### config.mk
export PLATFORM = sky130hd
export DESIGN_NAME = ilv_refill_ctrl
export DESIGN_NICKNAME = d
export VERILOG_FILES = /design/src/rtl/ilv_refill_pkg.sv /design/src/rtl/ilv_refill_fsm.sv /design/src/rtl/ilv_word_buf.sv /design/src/rtl/ilv_refill_ctrl.sv
export SDC_FILE = /design/constraint.sdc
export NUM_CORES = 1
export LEC_CHECK = 0
export BUFFER_PORTS_ARGS = -buffer_cell sky130_fd_sc_hd__buf_2
export CAP_MARGIN = 30
export CORE_MARGIN = 2
export CORE_UTILIZATION = 28
export DETAILED_ROUTE_END_ITERATION = 8
export SLEW_MARGIN = 0
export SYNTH_ARGS = -nofsm -noshare
export SYNTH_HDL_FRONTEND = slang
export SYNTH_SLANG_ARGS = --single-unit
### constraint.sdc
create_clock -name clk -period 10.55 [get_ports clk]
set_clock_uncertainty 0.2 [all_clocks]
set_input_delay 1.055 -clock clk [delete_from_list [all_inputs] [get_ports clk]]
set_output_delay 1.055 -clock clk [all_outputs]
set_load 0.1 [all_outputs]
### src/rtl/ilv_refill_pkg.sv
package ilv_refill_pkg;
  typedef enum logic [2:0] {
    ST_IDLE,
    ST_ADDR,
    ST_WAIT,
    ST_GAP,
    ST_XFER
  } refill_state_t;
endpackage

### src/rtl/ilv_refill_fsm.sv
module ilv_refill_fsm
  import ilv_refill_pkg::*;
#(
  parameter int BLK_W      = 12,
  parameter int NUM_BANKS  = 4,
  parameter int ACCESS_LAT = 40,
  localparam int SEL_W     = $clog2(NUM_BANKS),
  localparam int CNT_W     = $clog2(ACCESS_LAT)
) (
  input  logic                 clk,
  input  logic                 rst,
  input  logic                 req_valid,
  input  logic [BLK_W-1:0]     req_blk,
  input  logic                 mode_ilv,
  output logic                 busy,
  output logic [NUM_BANKS-1:0] bank_en,
  output logic [BLK_W-1:0]     bank_addr,
  output logic                 rsp_valid,
  output logic [SEL_W-1:0]     rsp_word,
  output logic                 rsp_last,
  output logic                 cap,
  output logic                 cap_all,
  output logic                 emit,
  output logic [SEL_W-1:0]     word_idx
);
  localparam logic [SEL_W-1:0] LAST_WORD = SEL_W'(NUM_BANKS - 1);
  localparam logic [CNT_W-1:0] WAIT_LOAD = CNT_W'(ACCESS_LAT - 1);

  refill_state_t    state_q;
  logic [CNT_W-1:0] cnt_q;
  logic [SEL_W-1:0] word_q;
  logic             ilv_q;

  always_ff @(posedge clk) begin
    if (rst) begin
      state_q   <= ST_IDLE;
      cnt_q     <= '0;
      word_q    <= '0;
      ilv_q     <= 1'b0;
      bank_en   <= '0;
      bank_addr <= '0;
      rsp_valid <= 1'b0;
      rsp_word  <= '0;
      rsp_last  <= 1'b0;
    end else begin
      bank_en   <= '0;
      rsp_valid <= 1'b0;
      rsp_last  <= 1'b0;
      case (state_q)
        ST_IDLE: begin
          if (req_valid) begin
            bank_addr <= req_blk;
            ilv_q     <= mode_ilv;
            word_q    <= '0;
            bank_en   <= mode_ilv ? {NUM_BANKS{1'b1}} : NUM_BANKS'(1);
            state_q   <= ST_ADDR;
          end
        end
        ST_ADDR: begin
          cnt_q   <= WAIT_LOAD;
          state_q <= ST_WAIT;
        end
        ST_WAIT: begin
          if (cnt_q == '0) begin
            rsp_valid <= 1'b1;
            rsp_word  <= word_q;
            rsp_last  <= (word_q == LAST_WORD);
            if (ilv_q) begin
              word_q  <= word_q + 1'b1;
              state_q <= ST_XFER;
            end else if (word_q == LAST_WORD) begin
              state_q <= ST_IDLE;
            end else begin
              word_q  <= word_q + 1'b1;
              state_q <= ST_GAP;
            end
          end else begin
            cnt_q <= cnt_q - 1'b1;
          end
        end
        ST_GAP: begin
          bank_en <= NUM_BANKS'(1) << word_q;
          state_q <= ST_ADDR;
        end
        ST_XFER: begin
          rsp_valid <= 1'b1;
          rsp_word  <= word_q;
          rsp_last  <= (word_q == LAST_WORD);
          word_q    <= word_q + 1'b1;
          if (word_q == LAST_WORD) state_q <= ST_IDLE;
        end
        default: state_q <= ST_IDLE;
      endcase
    end
  end

  assign busy     = (state_q != ST_IDLE);
  assign cap      = (state_q == ST_WAIT) && (cnt_q == '0);
  assign cap_all  = cap && ilv_q;
  assign emit     = (state_q == ST_XFER);
  assign word_idx = word_q;

  // a full-width start in interleaved mode, never a partial one
  a_r3_all_banks: assert property (@(posedge clk) disable iff (rst)
    (bank_en != '0 && ilv_q) |-> (&bank_en));
  // every start strobe lasts exactly one cycle
  a_r3_en_pulse: assert property (@(posedge clk) disable iff (rst)
    (bank_en != '0) |=> (bank_en == '0));
  // sequential mode starts one bank at a time
  a_r4_seq_onehot: assert property (@(posedge clk) disable iff (rst)
    (bank_en != '0 && !ilv_q) |-> ($countones(bank_en) == 1));
  // interleaved words leave back to back with rising index
  a_r5_burst_contig: assert property (@(posedge clk) disable iff (rst)
    (rsp_valid && !rsp_last && ilv_q) |=>
      (rsp_valid && rsp_word == SEL_W'($past(rsp_word) + 1'b1)));
  // the final-word flag travels only with the top word
  a_r8_last_word: assert property (@(posedge clk) disable iff (rst)
    rsp_last |-> (rsp_valid && rsp_word == LAST_WORD));
  // the bank address cannot move while a refill runs
  a_r10_addr_hold: assert property (@(posedge clk) disable iff (rst)
    busy |=> $stable(bank_addr));
  // the wait counter never leaves its window
  a_r6_cnt_range: assert property (@(posedge clk) disable iff (rst)
    cnt_q <= WAIT_LOAD);
endmodule

### src/rtl/ilv_word_buf.sv
module ilv_word_buf #(
  parameter int DATA_W    = 32,
  parameter int NUM_BANKS = 4,
  localparam int SEL_W    = $clog2(NUM_BANKS)
) (
  input  logic                        clk,
  input  logic                        rst,
  input  logic [NUM_BANKS*DATA_W-1:0] bank_rdata,
  input  logic                        cap,
  input  logic                        cap_all,
  input  logic                        emit,
  input  logic [SEL_W-1:0]            word_idx,
  output logic [DATA_W-1:0]           rsp_data
);
  logic [DATA_W-1:0] lane  [NUM_BANKS];
  logic [DATA_W-1:0] store [NUM_BANKS];

  for (genvar b = 0; b < NUM_BANKS; b++) begin : g_lane
    assign lane[b] = bank_rdata[b*DATA_W +: DATA_W];
    always_ff @(posedge clk) begin
      if (cap_all) store[b] <= lane[b];
    end
  end

  always_ff @(posedge clk) begin
    if (rst) begin
      rsp_data <= '0;
    end else if (cap) begin
      rsp_data <= lane[word_idx];
    end else if (emit) begin
      rsp_data <= store[word_idx];
    end
  end

  // the response word only changes on a capture or a transfer step
  a_r7_data_hold: assert property (@(posedge clk) disable iff (rst)
    (!cap && !emit) |=> $stable(rsp_data));
endmodule

### src/rtl/ilv_refill_ctrl.sv
module ilv_refill_ctrl #(
  parameter int DATA_W     = 32,
  parameter int BLK_W      = 12,
  parameter int NUM_BANKS  = 4,
  parameter int ACCESS_LAT = 40,
  localparam int SEL_W     = $clog2(NUM_BANKS)
) (
  input  logic                        clk,
  input  logic                        rst,
  input  logic                        req_valid,
  input  logic [BLK_W-1:0]            req_blk,
  input  logic                        mode_ilv,
  output logic                        busy,
  output logic [NUM_BANKS-1:0]        bank_en,
  output logic [BLK_W-1:0]            bank_addr,
  input  logic [NUM_BANKS*DATA_W-1:0] bank_rdata,
  output logic                        rsp_valid,
  output logic [DATA_W-1:0]           rsp_data,
  output logic [SEL_W-1:0]            rsp_word,
  output logic                        rsp_last
);
  logic             cap;
  logic             cap_all;
  logic             emit;
  logic [SEL_W-1:0] word_idx;

  ilv_refill_fsm #(
    .BLK_W      (BLK_W),
    .NUM_BANKS  (NUM_BANKS),
    .ACCESS_LAT (ACCESS_LAT)
  ) u_fsm (
    .clk       (clk),
    .rst       (rst),
    .req_valid (req_valid),
    .req_blk   (req_blk),
    .mode_ilv  (mode_ilv),
    .busy      (busy),
    .bank_en   (bank_en),
    .bank_addr (bank_addr),
    .rsp_valid (rsp_valid),
    .rsp_word  (rsp_word),
    .rsp_last  (rsp_last),
    .cap       (cap),
    .cap_all   (cap_all),
    .emit      (emit),
    .word_idx  (word_idx)
  );

  ilv_word_buf #(
    .DATA_W    (DATA_W),
    .NUM_BANKS (NUM_BANKS)
  ) u_buf (
    .clk        (clk),
    .rst        (rst),
    .bank_rdata (bank_rdata),
    .cap        (cap),
    .cap_all    (cap_all),
    .emit       (emit),
    .word_idx   (word_idx),
    .rsp_data   (rsp_data)
  );
endmodule

==> run_results.csv <==
group,metric,value,unit
finish,finalNonFillerCells,1120,
synth,ys_types,49,
clock_network,cts-root-buf,"clkbuf_16",
detailed_routing,vias,5336,
sta,maxSlewHeadroom,36.50,%
floorplanning,die_w,176.6,um
sta,tightest_slew,949.2,ps
detailed_routing,drtIter0Drc,261,
power_and_ir_drop,peakVddDrop,0.0001179,V
synth,yosys_warnings,0,
sta,rsz0062_at_grt,"no",
sta,fin_setup_tns,0,ps
clock_network,cts_made_buffers,17,
critical_path,cp.buffers_inverters,2,
floorplanning,fp-row-count,63,
floorplanning,start_util,28.29,%
clock_network,clk_latency,440,ps
power_and_ir_drop,clock_power_share,33.4,%
sta,timing.final.ws_setup,7285,ps
clock_network,clock_sinks,194,
sta,finalCriticalPeriod,3265,ps
critical_path,r2r_end,"u_buf.store[1][8]",
clock_network,cts_setup_buffers,0,
critical_path,cp.depth,5,
placed_design,place_inst,1088,
clock_network,htreeDepth,4,
critical_path,ff2ff_path_depth,5,
placed_design,io_buffers,196,
clock_network,cts_hold_buffers,0,
detailed_routing,finalWirelength,20570,um
synth,synth_ff_type,"edfxtp_1",
run,cap_violations,0,
sta,max_freq,306.3,MHz
sta,finalSetupViolCount,0,
critical_path,crit_path_top_delay_cell,"nand3_4",
synth,synthesis.nets,681,
power_and_ir_drop,switching_share,33.52,%
power_and_ir_drop,p_seq_share,44.5,%
synth,synthArstFlopShare,0,%
clock_network,clkTransAtPathRegs,80,ps
critical_path,startpoint,"u_fsm.state_q[1]",
finish,layout_common_cells,"196 x buf_2, 128 x edfxtp_1, 62 x dfxtp_1",
critical_path,critPathMaxStageDelay,610,ps
critical_path,critical_path_arrival,3170,ps
critical_path,end_kind,"flop",
finish,syn2layout_area_growth,22.86,%
detailed_routing,dr.pass1.iters,4,
global_route,overflow,0,
synth,ys_seq_area_share,61.93,%
detailed_routing,vias_per_cell,4.764,
clock_network,ctsLongestPathBuffers,2,
synth,netlist_instances,532,
detailed_routing,wl_per_cell,18.36,um
power_and_ir_drop,p_per_area,192.6,nW/um^2
placed_design,place.gp.congestion,0.7557,
sta,finalCritPeriodShare,30.95,%
clock_network,cts_tree,"done",
global_route,grt_pass1_vias,5321,
placed_design,dp_slack,7280,ps
critical_path,cp_top_family,"simple AND/OR/NAND/NOR gates",
sta,hold_violations,0,
power_and_ir_drop,combPwrFrac,22.1,%
critical_path,endpoint,"u_buf.store[1][8]",
global_route,grt_first_pass_wirelength,31510,um
critical_path,r2r-start,"u_fsm.state_q[1]",
floorplanning,pin_count,197,
floorplanning,dieArea,31180,um^2
synth,avgSynthCellArea,15.68,um^2
global_route,grt_max_degree,62,
critical_path,worstPathMaxFanout,52,
global_route,antenna_found_initial,1,
floorplanning,chipHeight,176.6,um
sta,drv_slew,0,
critical_path,worstPathCellList,"nor3b_4, nand3_4, nor2_4, buf_4, buf_16",
critical_path,r2r_setup_slack,7280,ps
clock_network,cts_resized,0,
synth,synth-edff-count,128,
finish,diodes,0,
power_and_ir_drop,p_switching,661.7,uW
finish,nNetsFinal,866,
floorplanning,core_area,29480,um^2
synth,netlist_area,8340,um^2
critical_path,criticalPathCategory,"flop to flop",
detailed_routing,drc_errors,0,
finish,final_common_cell,"buf_2",
critical_path,worstPathRequired,10460,ps
run_status,outcome,"completed",
sta,worst_hold_slack,254.1,ps
placed_design,dp_hpwl,13830,um
critical_path,start_kind,"flop",
synth,synth_seq_cells,194,
finish,drive_above_1_share,45.48,%
power_and_ir_drop,p_leak,3.607,nW
detailed_routing,antenna_left,0,
hold_path,hold_path.class,"flop to flop",
power_and_ir_drop,power,1.974,mW
power_and_ir_drop,p_int,1.312,mW
global_route,grtUsageTotal,13.55,%
-- tightest hold or removal path, cell delays in order, from the launching register on --
cell	delay, ps
dfxtp_1	310
nand2_1	50
a21oi_1	50
-- metal layers --
layer	vias to the layer above	GRT usage [%]	share of wire [%]
met2	197	21.86	49
met4	2	3.719	0.91
li1	2467	-	-
met1	2656	18.19	44
met3	14	3.338	6.4
met5	-	0	0.063
-- worst min-delay path by stage --
| stage | from | to | cells past startpoint |
|---|---|---|---|
| after detailed placement | u_fsm.bank_addr[0] | u_fsm.bank_addr[0] | 2 |
| after floorplan | u_fsm.cnt_q[0] | u_fsm.cnt_q[0] | 1 |
| after global routing | u_fsm.bank_addr[0] | u_fsm.bank_addr[0] | 2 |
| final | u_fsm.bank_addr[0] | u_fsm.bank_addr[0] | 2 |
| after CTS | u_fsm.bank_addr[0] | u_fsm.bank_addr[0] | 2 |
| after global placement | u_fsm.bank_addr[9] | u_fsm.bank_addr[9] | 2 |
-- registers in the layout, summed over array words and instances (netlist names), named ones only --
| signal | flops |
|---|---|
| u_fsm.bank_en | 4 |
| u_fsm.bank_addr | 12 |
| u_fsm.rsp_last | 1 |
| u_fsm.rsp_valid | 1 |
| u_fsm.rsp_word | 2 |
| u_fsm.word_idx | 2 |
| u_buf.store | 128 |
| u_buf.rsp_data | 32 |
| u_fsm.cnt_q | 6 |
| u_fsm.ilv_q | 1 |
| u_fsm.state_q | 3 |
-- per-stage QoR --
| step | util (%) | area [um^2] |
|---|---|---|
| 5_1_grt | 34.76 | 10250 |
| 6_report | 34.76 | 10250 |
| 4_1_cts | 34.76 | 10250 |
| 3_5_place_dp | 32.72 | 9646 |
| 2_1_floorplan | - | 8341 |
| 3_3_place_gp | 32.56 | 9598 |
-- cells by family after synthesis --
| kind of cell | Yosys count | synth area share (%) |
|---|---|---|
| mux | 67 | 18.00 |
| buf+inv | 46 | 3.721 |
| fa+ha+maj | 5 | 0.7501 |
| simple gates | 144 | 9.481 |
| compound gates | 74 | 5.911 |
| flops | 194 | 61.93 |
| xor+xnor | 2 | 0.2101 |
-- synth_stat cells (2+ instances only) --
| cell type | n | area, um^2 |
|---|---|---|
| dfxtp_1 | 66 | 1321 |
| nor3_1 | 11 | 55.05 |
| buf_6 | 8 | 90.09 |
| nand3_1 | 5 | 25.02 |
| nor3_2 | 21 | 210.2 |
| o21ai_0 | 3 | 15.01 |
| buf_4 | 6 | 45.04 |
| inv_1 | 7 | 26.28 |
| nand4_1 | 2 | 12.51 |
| mux4_2 | 56 | 1261 |
| nand2_1 | 51 | 191.4 |
| mux4_1 | 8 | 210.2 |
| buf_2 | 10 | 50.05 |
| edfxtp_1 | 128 | 3844 |
| a211oi_1 | 2 | 15.01 |
| ha_1 | 5 | 62.56 |
| buf_1 | 2 | 7.510 |
| and2_1 | 2 | 12.51 |
| buf_12 | 2 | 40.04 |
| mux2i_1 | 3 | 30.03 |
| a2111oi_2 | 2 | 30.03 |
| nor2_1 | 39 | 146.4 |
| o22ai_1 | 22 | 137.6 |
| nand3b_1 | 2 | 15.01 |
| a21oi_1 | 24 | 120.1 |
| clkbuf_1 | 10 | 37.54 |
| a311oi_1 | 10 | 87.58 |
| xor2_1 | 2 | 17.52 |
| a31oi_1 | 3 | 18.77 |
-- cell type report --
cell class                      count  area (um^2)
Inverter                            7        26.28
Fill cell                        2934        19230
Clock inverter                     13        126.4
Clock buffer                       19        475.5
Sequential cell                   194         5170
Tap cell                          390        488.0
Multi-Input combinational cell    292         2880
Timing Repair Buffer              205         1081
-- power groups by stage --
stage | combinational [mW] | sequential, mW | clock [mW]
after global placement | 0.435 | 0.895 | 0
after detailed placement | 0.439 | 0.895 | 0
final | 0.436 | 0.878 | 0.660
after global routing | 0.463 | 0.883 | 0.713
after CTS | 0.440 | 0.878 | 0.686
after floorplan | 0.193 | 1.05 | 0
(Power assumes the default switching activity.)
